--- src/rtl/qbp_pkg.sv ---
package qbp_pkg;
    localparam int PORT_W   = 8;
    localparam int PORT_NUM = 3;

    typedef enum logic [1:0] {
        ST_IDLE    = 2'd0,
        ST_BOOST_A = 2'd1,
        ST_BOOST_B = 2'd2
    } boost_state_t;
endpackage

--- src/rtl/qbp_sync.sv ---
module qbp_sync #(
    parameter int W = 8
) (
    input  logic         clk,
    input  logic         rst_n,
    input  logic [W-1:0] d,
    output logic [W-1:0] q
);
    logic [W-1:0] stage1;

    always_ff @(posedge clk or negedge rst_n) begin
        if (!rst_n) begin
            stage1 <= '1;
            q      <= '1;
        end else begin
            stage1 <= d;
            q      <= stage1;
        end
    end
endmodule

--- src/rtl/qbp_pin.sv ---
module qbp_pin
    import qbp_pkg::*;
(
    input  logic clk,
    input  logic rst_n,
    input  logic wr,
    input  logic wbit,
    input  logic weak_off_low,
    input  logic pin_sync,
    output logic pd_en,
    output logic weak_en,
    output logic med_en,
    output logic strong_en
);
    logic         latch_q;
    boost_state_t state_q;
    boost_state_t state_d;
    logic         rise;
    logic         clear;

    assign rise  = wr && wbit && !latch_q;
    assign clear = wr && !wbit;

    always_ff @(posedge clk or negedge rst_n) begin
        if (!rst_n) begin
            latch_q <= 1'b1;
        end else if (wr) begin
            latch_q <= wbit;
        end
    end

    always_ff @(posedge clk or negedge rst_n) begin
        if (!rst_n) begin
            state_q <= ST_IDLE;
        end else begin
            state_q <= state_d;
        end
    end

    always_comb begin
        state_d = state_q;
        unique case (state_q)
            ST_IDLE: begin
                if (rise) state_d = ST_BOOST_A;
            end
            ST_BOOST_A: begin
                if (clear) state_d = ST_IDLE;
                else       state_d = ST_BOOST_B;
            end
            ST_BOOST_B: begin
                state_d = ST_IDLE;
            end
            default: state_d = ST_IDLE;
        endcase
    end

    always_comb begin
        pd_en     = !latch_q;
        weak_en   = latch_q || !weak_off_low;
        med_en    = latch_q && pin_sync;
        strong_en = 1'b0;
        unique case (state_q)
            ST_IDLE:    strong_en = 1'b0;
            ST_BOOST_A: strong_en = 1'b1;
            ST_BOOST_B: strong_en = 1'b1;
            default:    strong_en = 1'b0;
        endcase
    end
endmodule

--- src/rtl/qbp_port.sv ---
module qbp_port #(
    parameter int W = 8
) (
    input  logic         clk,
    input  logic         rst_n,
    input  logic         wr,
    input  logic [W-1:0] wdata,
    input  logic         weak_off_low,
    input  logic [W-1:0] pin_raw,
    output logic [W-1:0] rd,
    output logic [W-1:0] pd_en,
    output logic [W-1:0] weak_en,
    output logic [W-1:0] med_en,
    output logic [W-1:0] strong_en
);
    logic [W-1:0] pin_s;

    qbp_sync #(.W(W)) u_sync (
        .clk   (clk),
        .rst_n (rst_n),
        .d     (pin_raw),
        .q     (pin_s)
    );

    assign rd = pin_s;

    for (genvar b = 0; b < W; b++) begin : g_pin
        qbp_pin u_pin (
            .clk          (clk),
            .rst_n        (rst_n),
            .wr           (wr),
            .wbit         (wdata[b]),
            .weak_off_low (weak_off_low),
            .pin_sync     (pin_s[b]),
            .pd_en        (pd_en[b]),
            .weak_en      (weak_en[b]),
            .med_en       (med_en[b]),
            .strong_en    (strong_en[b])
        );
    end
endmodule

--- src/rtl/qbp_ports.sv ---
module qbp_ports
    import qbp_pkg::*;
#(
    parameter int NP = PORT_NUM,
    parameter int W  = PORT_W
) (
    input  logic            clk,
    input  logic            rst_n,
    input  logic [NP-1:0]   wr_en,
    input  logic [W-1:0]    wr_data,
    input  logic            weak_off_low,
    input  logic [NP*W-1:0] pin_in,
    output logic [NP*W-1:0] rd_data,
    output logic [NP*W-1:0] pd_en,
    output logic [NP*W-1:0] weak_en,
    output logic [NP*W-1:0] med_en,
    output logic [NP*W-1:0] strong_en
);
    for (genvar p = 0; p < NP; p++) begin : g_port
        qbp_port #(.W(W)) u_port (
            .clk          (clk),
            .rst_n        (rst_n),
            .wr           (wr_en[p]),
            .wdata        (wr_data),
            .weak_off_low (weak_off_low),
            .pin_raw      (pin_in[p*W +: W]),
            .rd           (rd_data[p*W +: W]),
            .pd_en        (pd_en[p*W +: W]),
            .weak_en      (weak_en[p*W +: W]),
            .med_en       (med_en[p*W +: W]),
            .strong_en    (strong_en[p*W +: W])
        );
    end
endmodule

--- config.mk ---
export PLATFORM = sky130hd
export DESIGN_NAME = qbp_ports
export DESIGN_NICKNAME = d
export VERILOG_FILES = /design/src/rtl/qbp_pkg.sv /design/src/rtl/qbp_sync.sv /design/src/rtl/qbp_pin.sv /design/src/rtl/qbp_port.sv /design/src/rtl/qbp_ports.sv
export SDC_FILE = /design/constraint.sdc
export NUM_CORES = 1
export LEC_CHECK = 0
export BUFFER_PORTS_ARGS = -buffer_cell sky130_fd_sc_hd__buf_2
export CELL_PAD_IN_SITES_DETAIL_PLACEMENT = 1
export CELL_PAD_IN_SITES_GLOBAL_PLACEMENT = 1
export CORE_MARGIN = 1
export CORE_UTILIZATION = 25
export CTS_CLUSTER_DIAMETER = 60
export CTS_CLUSTER_SIZE = 30
export DETAILED_ROUTE_END_ITERATION = 12
export HOLD_SLACK_MARGIN = 0.06
export PLACE_DENSITY_LB_ADDON = 0.1
export RECOVER_POWER = 100
export SLEW_MARGIN = 30
export SYNTH_ARGS = -nofsm -noshare
export SYNTH_HDL_FRONTEND = slang
export SYNTH_SLANG_ARGS = --single-unit
export TNS_END_PERCENT = 1
--- constraint.sdc ---
create_clock -name clk -period 1.5 [get_ports clk]
set_clock_uncertainty 0.15 [all_clocks]
set_input_delay 0.075 -clock clk [delete_from_list [all_inputs] [get_ports clk]]
set_output_delay 0.075 -clock clk [all_outputs]
set_load 0.02 [all_outputs]
# After elaboration in Yosys (flattened, before gate mapping)
# Index checks and enable logic that the tools add are counted.
# W data, S select, Z words.
# totals
latch_bits	0
romBits	0
ff_bits	120
wordCells	423
ramBits	0
memories	0
in_bits	38
output_inout_bits	120
# classes
n_bitwise	0
eq_ne	72
multipliers	0
shift	0
n_addsub	0
div_mod_pow	0
reduce_logical	201
mux	96
n_lt_le_gt_ge	0
# ops
cell	n
$logic_and A1 B1 Y1	96
$mux W2	48
$pmux W2 S2	24
$eq A2 B1 Y1 const B	24
$eq A2 B2 Y1 const B	24
$logic_not A2 Y1	24
$ne A2 B2 Y1 const B	24
$reduce_or A2 Y1	24
$logic_not A1 Y1	33
$logic_or A1 B1 Y1	24
$mux W1	24

# Longest topological paths before layout
# Gate-level depths: netlist of run 1.
# logic_depth
word_depth	4
depth_mapped	5

# Modules after synthesis
# Synthesis of run 1 repeated with hierarchy kept, for this count alone.
# hier_totals
cells_unflattened	514
hier_area_um2	5945.7
# by_module_without_submodules
module	cells_each	seq_area_each_um2	n_inst	area_per_inst_um2
qbp_pin at g_port[0].u_port.g_pin[0].u_pin ...	19	76.3	19	195.2
qbp_sync	16	420.4	3	420.4
qbp_pin at g_port[2].u_port.g_pin[3].u_pin ...	21	76.3	5	195.2

# Worst setup path after synthesis of run 1
# OpenSTA, ideal clock, no wires.
# synth_timing
path_type	flip-flop to flip-flop
from	register g_port[2].u_port.g_pin[2].u_pin.state_q[1]
to	register g_port[2].u_port.g_pin[2].u_pin.state_q[0]
stages_incl_launch_ff	5
arrival_time_ns	1.161
n_path_buf	0
setup_time_ns	0.125
synth_period_minus_slack_ns	1.436
slack_ns	0.064
path_cell_list	dfrtp_1 > inv_1 > ha_1 > a21boi_0 > mux2_2
# synth_between
elab_chain_len	2
word_cells_on_any_way	4
# synth_lines
item	line_no	rtl
start, declared	qbp_pin.sv:16	boost_state_t state_q;
start signal, assigned	qbp_pin.sv:36	state_q <= state_d;
$eq A2 B1 Y1 or $logic_not A2 Y1 (tied branches)	qbp_pin.sv:42	unique case (state_q)
$pmux W2 S2 or $ne A2 B2 Y1 (tied branches)	--	
# Parallel ways exist; a longest one is shown, timed or not.
# A chain may end at the register's enable or synchronous reset.

# Final worst setup path of run 1
# layout_timing
from	register g_port[0].u_port.g_pin[1].u_pin.state_q[1]
to	output port strong_en[1]
# layout_between
elab_chain_len	3
word_cells_on_any_way	4
# layout_lines
item	line_no	rtl
start, declared	qbp_pin.sv:16	
start signal, assigned	qbp_pin.sv:36	
$eq A2 B1 Y1 or $eq A2 B2 Y1 (tied branches)	qbp_pin.sv:62	unique case (state_q)
$reduce_or A2 Y1 (no source line) *	--	
$mux W1 *	qbp_pin.sv:62	
end, declared	qbp_ports.sv:17	output logic [NP*W-1:0] strong_en
# Mark *: on every way between the ends. The rest lies on a longest branch, timed or not.

==> qor.txt, run 1 <==
# DRC -> 0
Hold slack -> 133 ps
#FFs+latches synth -> 120
H-tree depth -> 4
Fin crit share -> 99.2%
Fraction of layout cells with a size suffix above 1 -> 49.4%
Clock Sinks -> 120
Port bufs -> 157
Clk slew on worst S/H paths -> 60 ps
# rows -> 60
Cells after DPL -> 1052
Starting Density -> 25.6%
Iter 0 DRT Violations -> 157
Pwr dens -> 1940 mW/mm²
Peak supply drop -> 0.000869 V
Final Wtd Congestion -> 0.702
Drt wl/cell -> 15.4 µm
Crit end category -> output port
Root Driver -> clkbuf_16
Seq/Total Area, Yosys -> 44.7%
Max-slew violation count -> 0
Setup TNS -> 0 ps
Slew HR -> 80.2%
Cell Count, Final, Fillers Out -> 1171
Aggregate global routing overflow -> 0
First-pass GRT wire length -> 28.0 mm
Warnings from Yosys -> 0
Hold Vio Cnt, Final -> 0
Lkg Pwr -> 4.24 nW
Worst-skew pair later-pin latency -> 410 ps
Netlist cell types -> 38
Die W -> 168 µm
Most frequent cells in the layout -> dfstp_2, buf_4, inv_2, nand2_1, ha_1
Cell count after synthesis -> 676
TritonRoute pass-1 iters -> 4
Vias per cell -> 4.21
Final #Nets -> 927
All-Layer GR Usage -> 12.7%
Critical path class -> reg2out
Antenna Nets Post-Route -> 0
CTS tree -> built
Layout area overhead -> 34.3%
CTS buffer count -> 17
Final setup violation count -> 0
Commonest non-fill, non-tap cell in the layout -> dfstp_2
Max Root-Sink Buffers -> 2
Fmax -> 0.672 GHz
Worst Setup Start Kind -> flop
Finished Core Util -> 34.4%
Syn Nets -> 786
Core ar. -> 0.0270 mm²
Max cap viols -> 0
Unrepaired setup endpoints after global routing -> true
Full die area -> 0.0283 mm²
WP data required -> 1270 ps
Worst-path fanout max -> 4
Vias in the first global route -> 5327
Pin count of the biggest net entering global routing -> 43
Initial antenna violation count -> 1
Syn_area_per_cell -> 10.2 µm²
Post-DP HPWL -> 12.1 mm
Final Critical Period -> 1490 ps
Routed vias -> 4934
Die span in y -> 168 µm
Detailed Route WL -> 18.0 mm
Filler cells -> 3028
Ant. Diodes -> 0
Post-Syn Area -> 0.00692 mm²
Crit path DAT -> 1260 ps
# IOs -> 158
Slew @ Worst Pin -> 296 ps
Worst Hold Class -> in2reg
Status -> completed
==> final timing paths <==
check / from / to / slack, ps / cells after the start
hold / removal: wr_en[1] / g_port[1].u_port.g_pin[1].u_pin.latch_q / 130 / 5
max in group asynchronous: rst_n / g_port[1].u_port.g_pin[4].u_pin.latch_q / 80 / 4
hold reg to reg: g_port[1].u_port.u_sync.stage1[5] / g_port[1].u_port.u_sync.q[5] / 200 / 0
setup reg to reg: g_port[0].u_port.g_pin[6].u_pin.state_q[0] / g_port[0].u_port.g_pin[6].u_pin.state_q[1] / 40 / 4
setup / recovery: g_port[0].u_port.g_pin[1].u_pin.state_q[1] / strong_en[1] / 10 / 3
min in group asynchronous: rst_n / g_port[2].u_port.g_pin[2].u_pin.state_q[0] / 520 / 3
==> Yosys cell counts, drive strengths merged <==
library cell | instances | area (µm²)
o21ai | 52 | 287
nor3b | 1 | 7.51
and2 | 25 | 156
a31oi | 3 | 18.8
clkbuf | 4 | 16.3
o211a | 4 | 40.0
nor2 | 9 | 33.8
a21oi | 23 | 115
nand2 | 62 | 235
nand3b | 3 | 22.5
ha | 72 | 901
nand3 | 1 | 5.00
dfrtp | 48 | 1200
o21a | 3 | 22.5
a21boi | 7 | 52.6
or3 | 3 | 18.8
buf | 129 | 953
nor3 | 1 | 5.00
o221a | 4 | 45.0
nand2b | 20 | 125
a221oi | 2 | 17.5
o22ai | 2 | 12.5
o32a | 1 | 10.0
dfstp | 72 | 1890
a211oi | 7 | 52.6
nor2b | 5 | 31.3
inv | 83 | 312
o221ai | 2 | 17.5
a311oi | 4 | 35.0
mux2 | 24 | 274
==> per-layer routing <==
layer	wire length (µm)	global-route usage, %	vias up	share of wire (%)
met5	0	0	-	0
li1	-	-	2357	-
met4	253	4.23	0	1.4
met2	9110	22.7	108	51
met1	8040	15.3	2455	45
met3	604	2.30	14	3.4
==> cell families (layout without fill, tap and decap cells) <==
kind of cell | Yosys count | after routing | share of synthesized area, %
DFF | 120 | 120 | 44.7
buffers and inverters | 216 | 370 | 18.5
muxes | 24 | 24 | 3.96
AOI/OAI and AO/OA | 114 | 114 | 10.5
and+or+nand+nor | 130 | 130 | 9.26
adders and majority gates | 72 | 72 | 13.0
==> critical path: stages, from the launching register on <==
cell and delay (ps):
dfrtp_1 390, inv_2 90, ha_1 220, buf_2 160
==> power by group <==
group          leakage (nW)  total (mW)  switching, mW  internal (mW)
clock                 0.300        4.39           1.56           2.83
sequential             1.35        4.63          0.511           4.12
combinational          2.59        8.96           4.41           4.55
==> per-stage QoR <==
step	worst slack [ps]	total power, mW	instance area [µm²]
2_1_floorplan	64.2	10.1	6920
3_3_place_gp	62.9	10.7	7320
3_5_place_dp	-64.9	11.1	7320
4_1_cts	-28.3	17.3	8890
5_1_grt	-44.2	19.4	9290
6_report	11.9	18.0	9290
==> area by class of cell <==
class	instances	area, µm²	share of cell area, %
timing repair buffer	255	2020	21.7
sequential	120	3090	33.3
multi-input combinational	340	2820	30.3
clock inverter	12	176	1.90
inverter	83	312	3.35
clock buffer	20	447	4.81
tap	341	427	4.59
==> flip-flops by register name, summed over array words and instances, names as in the netlist <==
signal and cells:
g_port.u_port.g_pin.u_pin.latch_q 24, g_port.u_port.g_pin.u_pin.state_q 48, g_port.u_port.u_sync.stage1 24, g_port.u_port.u_sync.q 24
==> timing repair <==
| action | 4_1_cts | 5_1_grt |
|---|---|---|
| endpoints found under the hold margin | 189 | 0 |
| pin swaps | 4 | 13 |
| hold buffers | 44 | 0 |
| resized for setup | 94 | 130 |
| cloned | 0 | 1 |
| endpoints found under the setup margin | 53 | 105 |
| setup buffers | 30 | 12 |
Note: power is estimated with default switching activity, not from simulation.
==> run 2: changes to the inputs <==
--- a/config.mk
+++ b/config.mk
@@ -14,7 +14,7 @@
 export CTS_CLUSTER_SIZE = 30
 export DETAILED_ROUTE_END_ITERATION = 12
 export HOLD_SLACK_MARGIN = 0.06
-export PLACE_DENSITY_LB_ADDON = 0.1
+export PLACE_DENSITY_LB_ADDON = 0.2
 export RECOVER_POWER = 100
 export SLEW_MARGIN = 30
 export SYNTH_ARGS = -nofsm -noshare
==> run 2 against run 1 <==
Combinational power is 4.6% higher. Global-route usage rose by 0.34 points. Die area unchanged. Fmax is 0.28% higher. Setup slack improved by 4.1 ps. First-iteration DRC count decreased by 22%.
==> qor.txt, run 2 (synthesis results as in run 1) <==
Die span in y -> 168 µm (unchanged)
# DRC -> 0 (unchanged)
Antenna Nets Post-Route -> 0 (unchanged)
Iter 0 DRT Violations -> 123 (was 157)
Status -> completed (unchanged)
Reg with most FFs -> g_port.u_port.g_pin.u_pin.state_q (unchanged)
All-Layer GR Usage -> 13.0% (was 12.7%)
Critical path class -> reg2out (unchanged)
First-pass GRT wire length -> 28.8 mm (was 28.0 mm)
Multi-input logic area -> 0.00294 mm² (was 0.00282 mm²)
M1 WL -> 7.65 mm (was 8.04 mm)
Max Root-Sink Buffers -> 2 (unchanged)
Crit path DAT -> 1260 ps (about the same)
Setup TNS -> 0 ps (unchanged)
Max reg flops -> 48 (unchanged)
Clock Sinks -> 120 (unchanged)
Crit-path slowest cell -> dfstp_1 (was dfrtp_1)
DR top layer -> met4 (unchanged)
Max cap viols -> 0 (unchanged)
Storage cell area -> 0.00309 mm² (unchanged)
WP data required -> 1270 ps (about the same)
Most frequent cells in the layout -> buf_2, inv_2, dfstp_2, buf_6, buf_4 (was dfstp_2, buf_4, inv_2, nand2_1, ha_1)
Peak supply drop -> 0.000779 V (was 0.000869 V)
Worst slack, placed -> -29.4 ps (was -64.9 ps)
Slew @ Worst Pin -> 705 ps (was 296 ps)
Final setup violation count -> 0 (unchanged)
CTS buffer count -> 17 (unchanged)
Pwr dens -> 1950 mW/mm² (was 1940 mW/mm²)
Cell Count, Final, Fillers Out -> 1166 (was 1171)
Post-DP HPWL -> 12.2 mm (was 12.1 mm)
Worst-skew pair later-pin latency -> 420 ps (was 410 ps)
Cells after DPL -> 1055 (was 1052)
Final Critical Period -> 1480 ps (was 1490 ps)
Port bufs -> 157 (unchanged)
Initial antenna violation count -> 0 (was 1)
Vias in the first global route -> 5573 (was 5327)
Drt wl/cell -> 15.2 µm (was 15.4 µm)
Lkg Pwr -> 4.30 nW (was 4.24 nW)
Final Wtd Congestion -> 0.704 (was 0.702)
Full die area -> 0.0283 mm² (unchanged)
Final #Nets -> 922 (was 927)
Root Driver -> clkbuf_16 (unchanged)
CP max stage delay -> 570 ps (was 390 ps)
Routed vias -> 4943 (was 4934)
TritonRoute pass-1 iters -> 3 (was 4)
Detailed Route WL -> 17.8 mm (was 18.0 mm)
Worst Hold Class -> in2async (was in2reg)
Worst-path cell chain -> and2_4 > buf_6 (was inv_2 > ha_1 > buf_2)
Final instance area -> 0.00944 mm² (was 0.00929 mm²)
CTS tree -> built (unchanged)
Commonest non-fill, non-tap cell in the layout -> buf_2 (was dfstp_2)
DR WL met2 -> 9.25 mm (was 9.11 mm)
# IOs -> 158 (unchanged)
Clk slew on worst S/H paths -> 60 ps (about the same)
Metal3 WL -> 598 µm (was 604 µm)
Final Power -> 18.4 mW (was 18.0 mW)
Fmax -> 0.674 GHz (was 0.672 GHz)
Max-slew violation count -> 0 (unchanged)
Worst-path fanout max -> 3 (was 4)
Crit end category -> output port (unchanged)
Hold Vio Cnt, Final -> 0 (unchanged)
Starting Density -> 25.6% (unchanged)
Ant. Diodes -> 0 (unchanged)
Slew HR -> 53.0% (was 80.2%)
Post-placement cell area -> 0.00734 mm² (was 0.00732 mm²)
Fin crit share -> 98.9% (was 99.2%)
Layout area overhead -> 36.6% (was 34.3%)
Unrepaired setup endpoints after global routing -> true (unchanged)
Fraction of layout cells with a size suffix above 1 -> 56.5% (was 49.4%)
Aggregate global routing overflow -> 0 (unchanged)
Vias per cell -> 4.24 (was 4.21)
Filler cells -> 2958 (was 3028)
Pin count of the biggest net entering global routing -> 48 (was 43)
Worst Setup Start Kind -> flop (unchanged)
Die W -> 168 µm (unchanged)
# rows -> 60 (unchanged)
Core ar. -> 0.0270 mm² (unchanged)
H-tree depth -> 4 (unchanged)
Worst Slack Setup Final -> 16.0 ps (was 11.9 ps)
run 2: cell count changes in the layout (fill, tap and decap cells not counted), moves of 10 or more:
| cell | delta |
|---|---|
| buf_2 | +40 |
| clkbuf_1 | -26 |
| clkbuf_2 | -25 |
| buf_6 | +20 |
| and2_4 | +10 |
| buf_4 | -10 |
| nand2_1 | -10 |
| nand2_2 | +10 |
run 2: final cells by class:
class | count | area share (%)
inverter | 83 | 3.30
timing repair buffer | 250 | 21.8
multi-input combinational | 340 | 31.1
clock buffer | 19 | 4.80
sequential | 120 | 32.8
tap | 341 | 4.52
clock inverter | 13 | 1.78
run 2: through the flow:
stage	hold WS (ps)	utilization (%)
after detailed placement	-154	27.2
final	121	34.9
after floorplan	-371	-
after global placement	-164	27.2
after global routing	112	34.9
after CTS	121	32.9
run 2: timing repair:
action                                  4_1_cts  5_1_grt
endpoints found under the hold margin       192        0
hold buffers                                 40        0
endpoints found under the setup margin       61       90
pin swaps                                     5       17
setup buffers                                27       12
gates resized for setup                     117      153
run 2: power breakdown:
part	internal (mW)	switching (mW)	leakage, nW
sequential	4.12	0.534	1.35
clock	2.72	1.66	0.289
combinational	4.85	4.52	2.66
run 2: layer usage:
metal  track usage, %  up-vias
met5                0        -
met4             4.35        0
met3             2.91       19
met2             23.6      107
met1             15.1     2477
li1                 -     2340
run 2: path summary, 6_finish.rpt:
path                                                       startpoint                                         end  slack (ps)  cells past startpoint
max in group asynchronous                                       rst_n  g_port[2].u_port.g_pin[7].u_pin.state_q[1]         160                      3
min in group clk                                           pin_in[10]           g_port[1].u_port.u_sync.stage1[2]         150                      2
min reg2reg                         g_port[0].u_port.u_sync.stage1[7]                g_port[0].u_port.u_sync.q[7]         200                      0
max reg2reg                g_port[2].u_port.g_pin[4].u_pin.state_q[1]  g_port[2].u_port.g_pin[4].u_pin.state_q[1]          30                      6
max                           g_port[0].u_port.g_pin[7].u_pin.latch_q                                   med_en[7]          20                      2
min                                                             rst_n     g_port[2].u_port.g_pin[5].u_pin.latch_q         120                      2
run 2: critical path: cells and delay by family (launching register included):
kind / cells / cell delay [ps]
flops: 1 / 570
buf+inv: 1 / 110
simple gates: 1 / 170
==> run 3: changes to the inputs <==
==> constraint.sdc (replaced) <==
create_clock -name clk -period 1.5 [get_ports clk]
set_clock_uncertainty 0.15 [all_clocks]
set_input_delay 0.375 -clock clk [delete_from_list [all_inputs] [get_ports clk]]
set_output_delay 0.375 -clock clk [all_outputs]
set_load 0.02 [all_outputs]
==> run 3 against run 2 <==
The flow now finishes with violations (setup timing). Power fell by 0.22%. Clock power decreased by 9.4%. Count of clock-buffer cells in the layout is 1 lower. Cell area grew 2.9%. First-iteration DRC count rose by 5.7%. Final cell count up 0.77%. Utilization grew 1.0 points. Sequential share of layout area down 0.92 points. Fmax is 17% lower. Die area unchanged. Wire length rose by 2.1%. Critical path type unchanged. Highest routed layer unchanged.
==> qor.txt, run 3 (synthesis results as in run 1) <==
Iter 0 DRT Violations -> 130 (was 123)
Max cap viols -> 0 (unchanged)
Clk slew on worst S/H paths -> 60 ps (about the same)
Status -> finished, violations left (was completed)
Drt wl/cell -> 15.4 µm (was 15.2 µm)
Full die area -> 0.0283 mm² (unchanged)
Die span in y -> 168 µm (unchanged)
Critical path class -> reg2out (unchanged)
Worst Hold Class -> in2reg (was in2async)
Max-slew violation count -> 0 (unchanged)
Peak supply drop -> 0.000696 V (was 0.000779 V)
Worst-path fanout max -> 3 (unchanged)
Fin crit share -> 120% (was 98.9%)
Layout area overhead -> 40.5% (was 36.6%)
# DRC -> 0 (unchanged)
Port bufs -> 157 (unchanged)
Final Critical Period -> 1790 ps (was 1480 ps)
Filler cells -> 2958 (unchanged)
Die W -> 168 µm (unchanged)
Post-placement cell area -> 0.00746 mm² (was 0.00734 mm²)
Slew HR -> 53.6% (was 53.0%)
Ant. Diodes -> 0 (unchanged)
Fmax -> 0.557 GHz (was 0.674 GHz)
Final #Nets -> 932 (was 922)
Crit end category -> output port (unchanged)
Fraction of layout cells with a size suffix above 1 -> 59.0% (was 56.5%)
H-tree depth -> 4 (unchanged)
Final Wtd Congestion -> 0.730 (was 0.704)
Root Driver -> clkbuf_16 (unchanged)
Antenna Nets Post-Route -> 0 (unchanged)
Post-DP HPWL -> 12.9 mm (was 12.2 mm)
Final instance area -> 0.00972 mm² (was 0.00944 mm²)
Lkg Pwr -> 4.40 nW (was 4.30 nW)
Final Power -> 18.4 mW (about the same)
TritonRoute pass-1 iters -> 4 (was 3)
Pwr dens -> 1890 mW/mm² (was 1950 mW/mm²)
Worst-skew pair later-pin latency -> 420 ps (about the same)
Detailed Route WL -> 18.1 mm (was 17.8 mm)
Failing checks -> setup timing
Starting Density -> 25.6% (unchanged)
Aggregate global routing overflow -> 0 (unchanged)
Vias in the first global route -> 5653 (was 5573)
First-pass GRT wire length -> 29.4 mm (was 28.8 mm)
Pin count of the biggest net entering global routing -> 56 (was 48)
Reg with most FFs -> g_port.u_port.g_pin.u_pin.state_q (unchanged)
CTS tree -> built (unchanged)
Final setup violation count -> 120 (was 0)
Slew @ Worst Pin -> 696 ps (was 705 ps)
Crit path DAT -> 1270 ps (was 1260 ps)
Max Root-Sink Buffers -> 2 (unchanged)
Worst Setup Start Kind -> flop (unchanged)
Unrepaired setup endpoints after global routing -> true (unchanged)
All-Layer GR Usage -> 13.5% (was 13.0%)
# IOs -> 158 (unchanged)
CTS buffer count -> 17 (unchanged)
Most frequent cells in the layout -> buf_6, buf_4, inv_2, dfstp_2, dfrtp_1 (was buf_2, inv_2, dfstp_2, buf_6, buf_4)
Hold Vio Cnt, Final -> 0 (unchanged)
Routed vias -> 5000 (was 4943)
Initial antenna violation count -> 0 (unchanged)
Worst Slack Setup Final -> -294 ps (was 16.0 ps)
# rows -> 60 (unchanged)
WP data required -> 970 ps (was 1270 ps)
Core ar. -> 0.0270 mm² (unchanged)
Max reg flops -> 48 (unchanged)
Commonest non-fill, non-tap cell in the layout -> buf_6 (was buf_2)
Vias per cell -> 4.26 (was 4.24)
Clock Sinks -> 120 (unchanged)
[run 3: cell types whose count changed in the layout (fill, tap and decap cells not counted), moves of 4 or more]
cell           previous run  this run
nand2_1                  49        39
buf_6                    62       106
and2_1                    9        14
and2_4                   16        11
buf_2                    82        41
buf_4                    57        77
nand2_2                  13        23
dlygate4sd3_1            37        26
inv_6                     4         0
[run 3: per-layer routing]
| metal | vias up | part of all wire (%) | global-route usage (%) |
|---|---|---|---|
| met4 | 0 | 0.94 | 3.91 |
| met1 | 2513 | 43 | 15.7 |
| li1 | 2358 | - | - |
| met5 | - | 0 | 0 |
| met2 | 115 | 52 | 23.6 |
| met3 | 14 | 4.7 | 4.14 |
[run 3: per-stage QoR]
step	hold WS (ps)	cells	util, %	TNS, ps	setup WS, ps
global placement	195	1069	27.6	-149	-35.1
CTS	69.4	1171	35.3	-29040	-316
floorplan	-70.6	676	-	0	64.2
finish	145	1175	36.0	-24960	-294
global route	150	1175	36.0	-32680	-352
detailed placement	197	1069	27.6	-1020	-133
[run 3: timing repair]
| action | in CTS | in global routing |
|---|---|---|
| hold buffers | 26 | 0 |
| pin swaps | 18 | 14 |
| resized for setup | 297 | 55 |
| setup endpoints to repair | 122 | 127 |
| hold endpoints to repair | 85 | 0 |
| setup buffers | 45 | 4 |
[run 3: final timing paths]
kind | depth (start not counted) | slack [ps] | endpoint | from
worst max register to register | 4 | 50 | g_port[0].u_port.g_pin[6].u_pin.state_q[1] | g_port[0].u_port.g_pin[6].u_pin.state_q[0]
worst min register to register | 0 | 200 | g_port[1].u_port.u_sync.q[5] | g_port[1].u_port.u_sync.stage1[5]
worst min-delay path | 3 | 140 | g_port[2].u_port.g_pin[5].u_pin.latch_q | wr_en[2]
min in group asynchronous | 3 | 510 | g_port[2].u_port.g_pin[5].u_pin.state_q[0] | rst_n
max in group asynchronous | 3 | 80 | g_port[0].u_port.g_pin[3].u_pin.state_q[1] | rst_n
worst max-delay path | 2 | -290 | med_en[8] | g_port[1].u_port.g_pin[0].u_pin.latch_q
[run 3: final cells by class]
class	instances	area, µm²	area share (%)
inverter	83	314	3.23
sequential	120	3090	31.8
multi-input combinational	340	2960	30.5
clock inverter	13	134	1.38
tap	341	427	4.39
timing repair buffer	260	2360	24.3
clock buffer	18	429	4.42
[run 3: power by group]
group	switching [mW]	total, mW	leakage, nW	internal [mW]
clock network	1.54	3.97	0.260	2.42
registers	0.546	4.66	1.35	4.12
logic	4.65	9.74	2.79	5.09
[run 3: critical path, cell delays in order (launching register included)]
cell and delay, ps:
dfstp_2 590, and2_4 160, buf_6 110
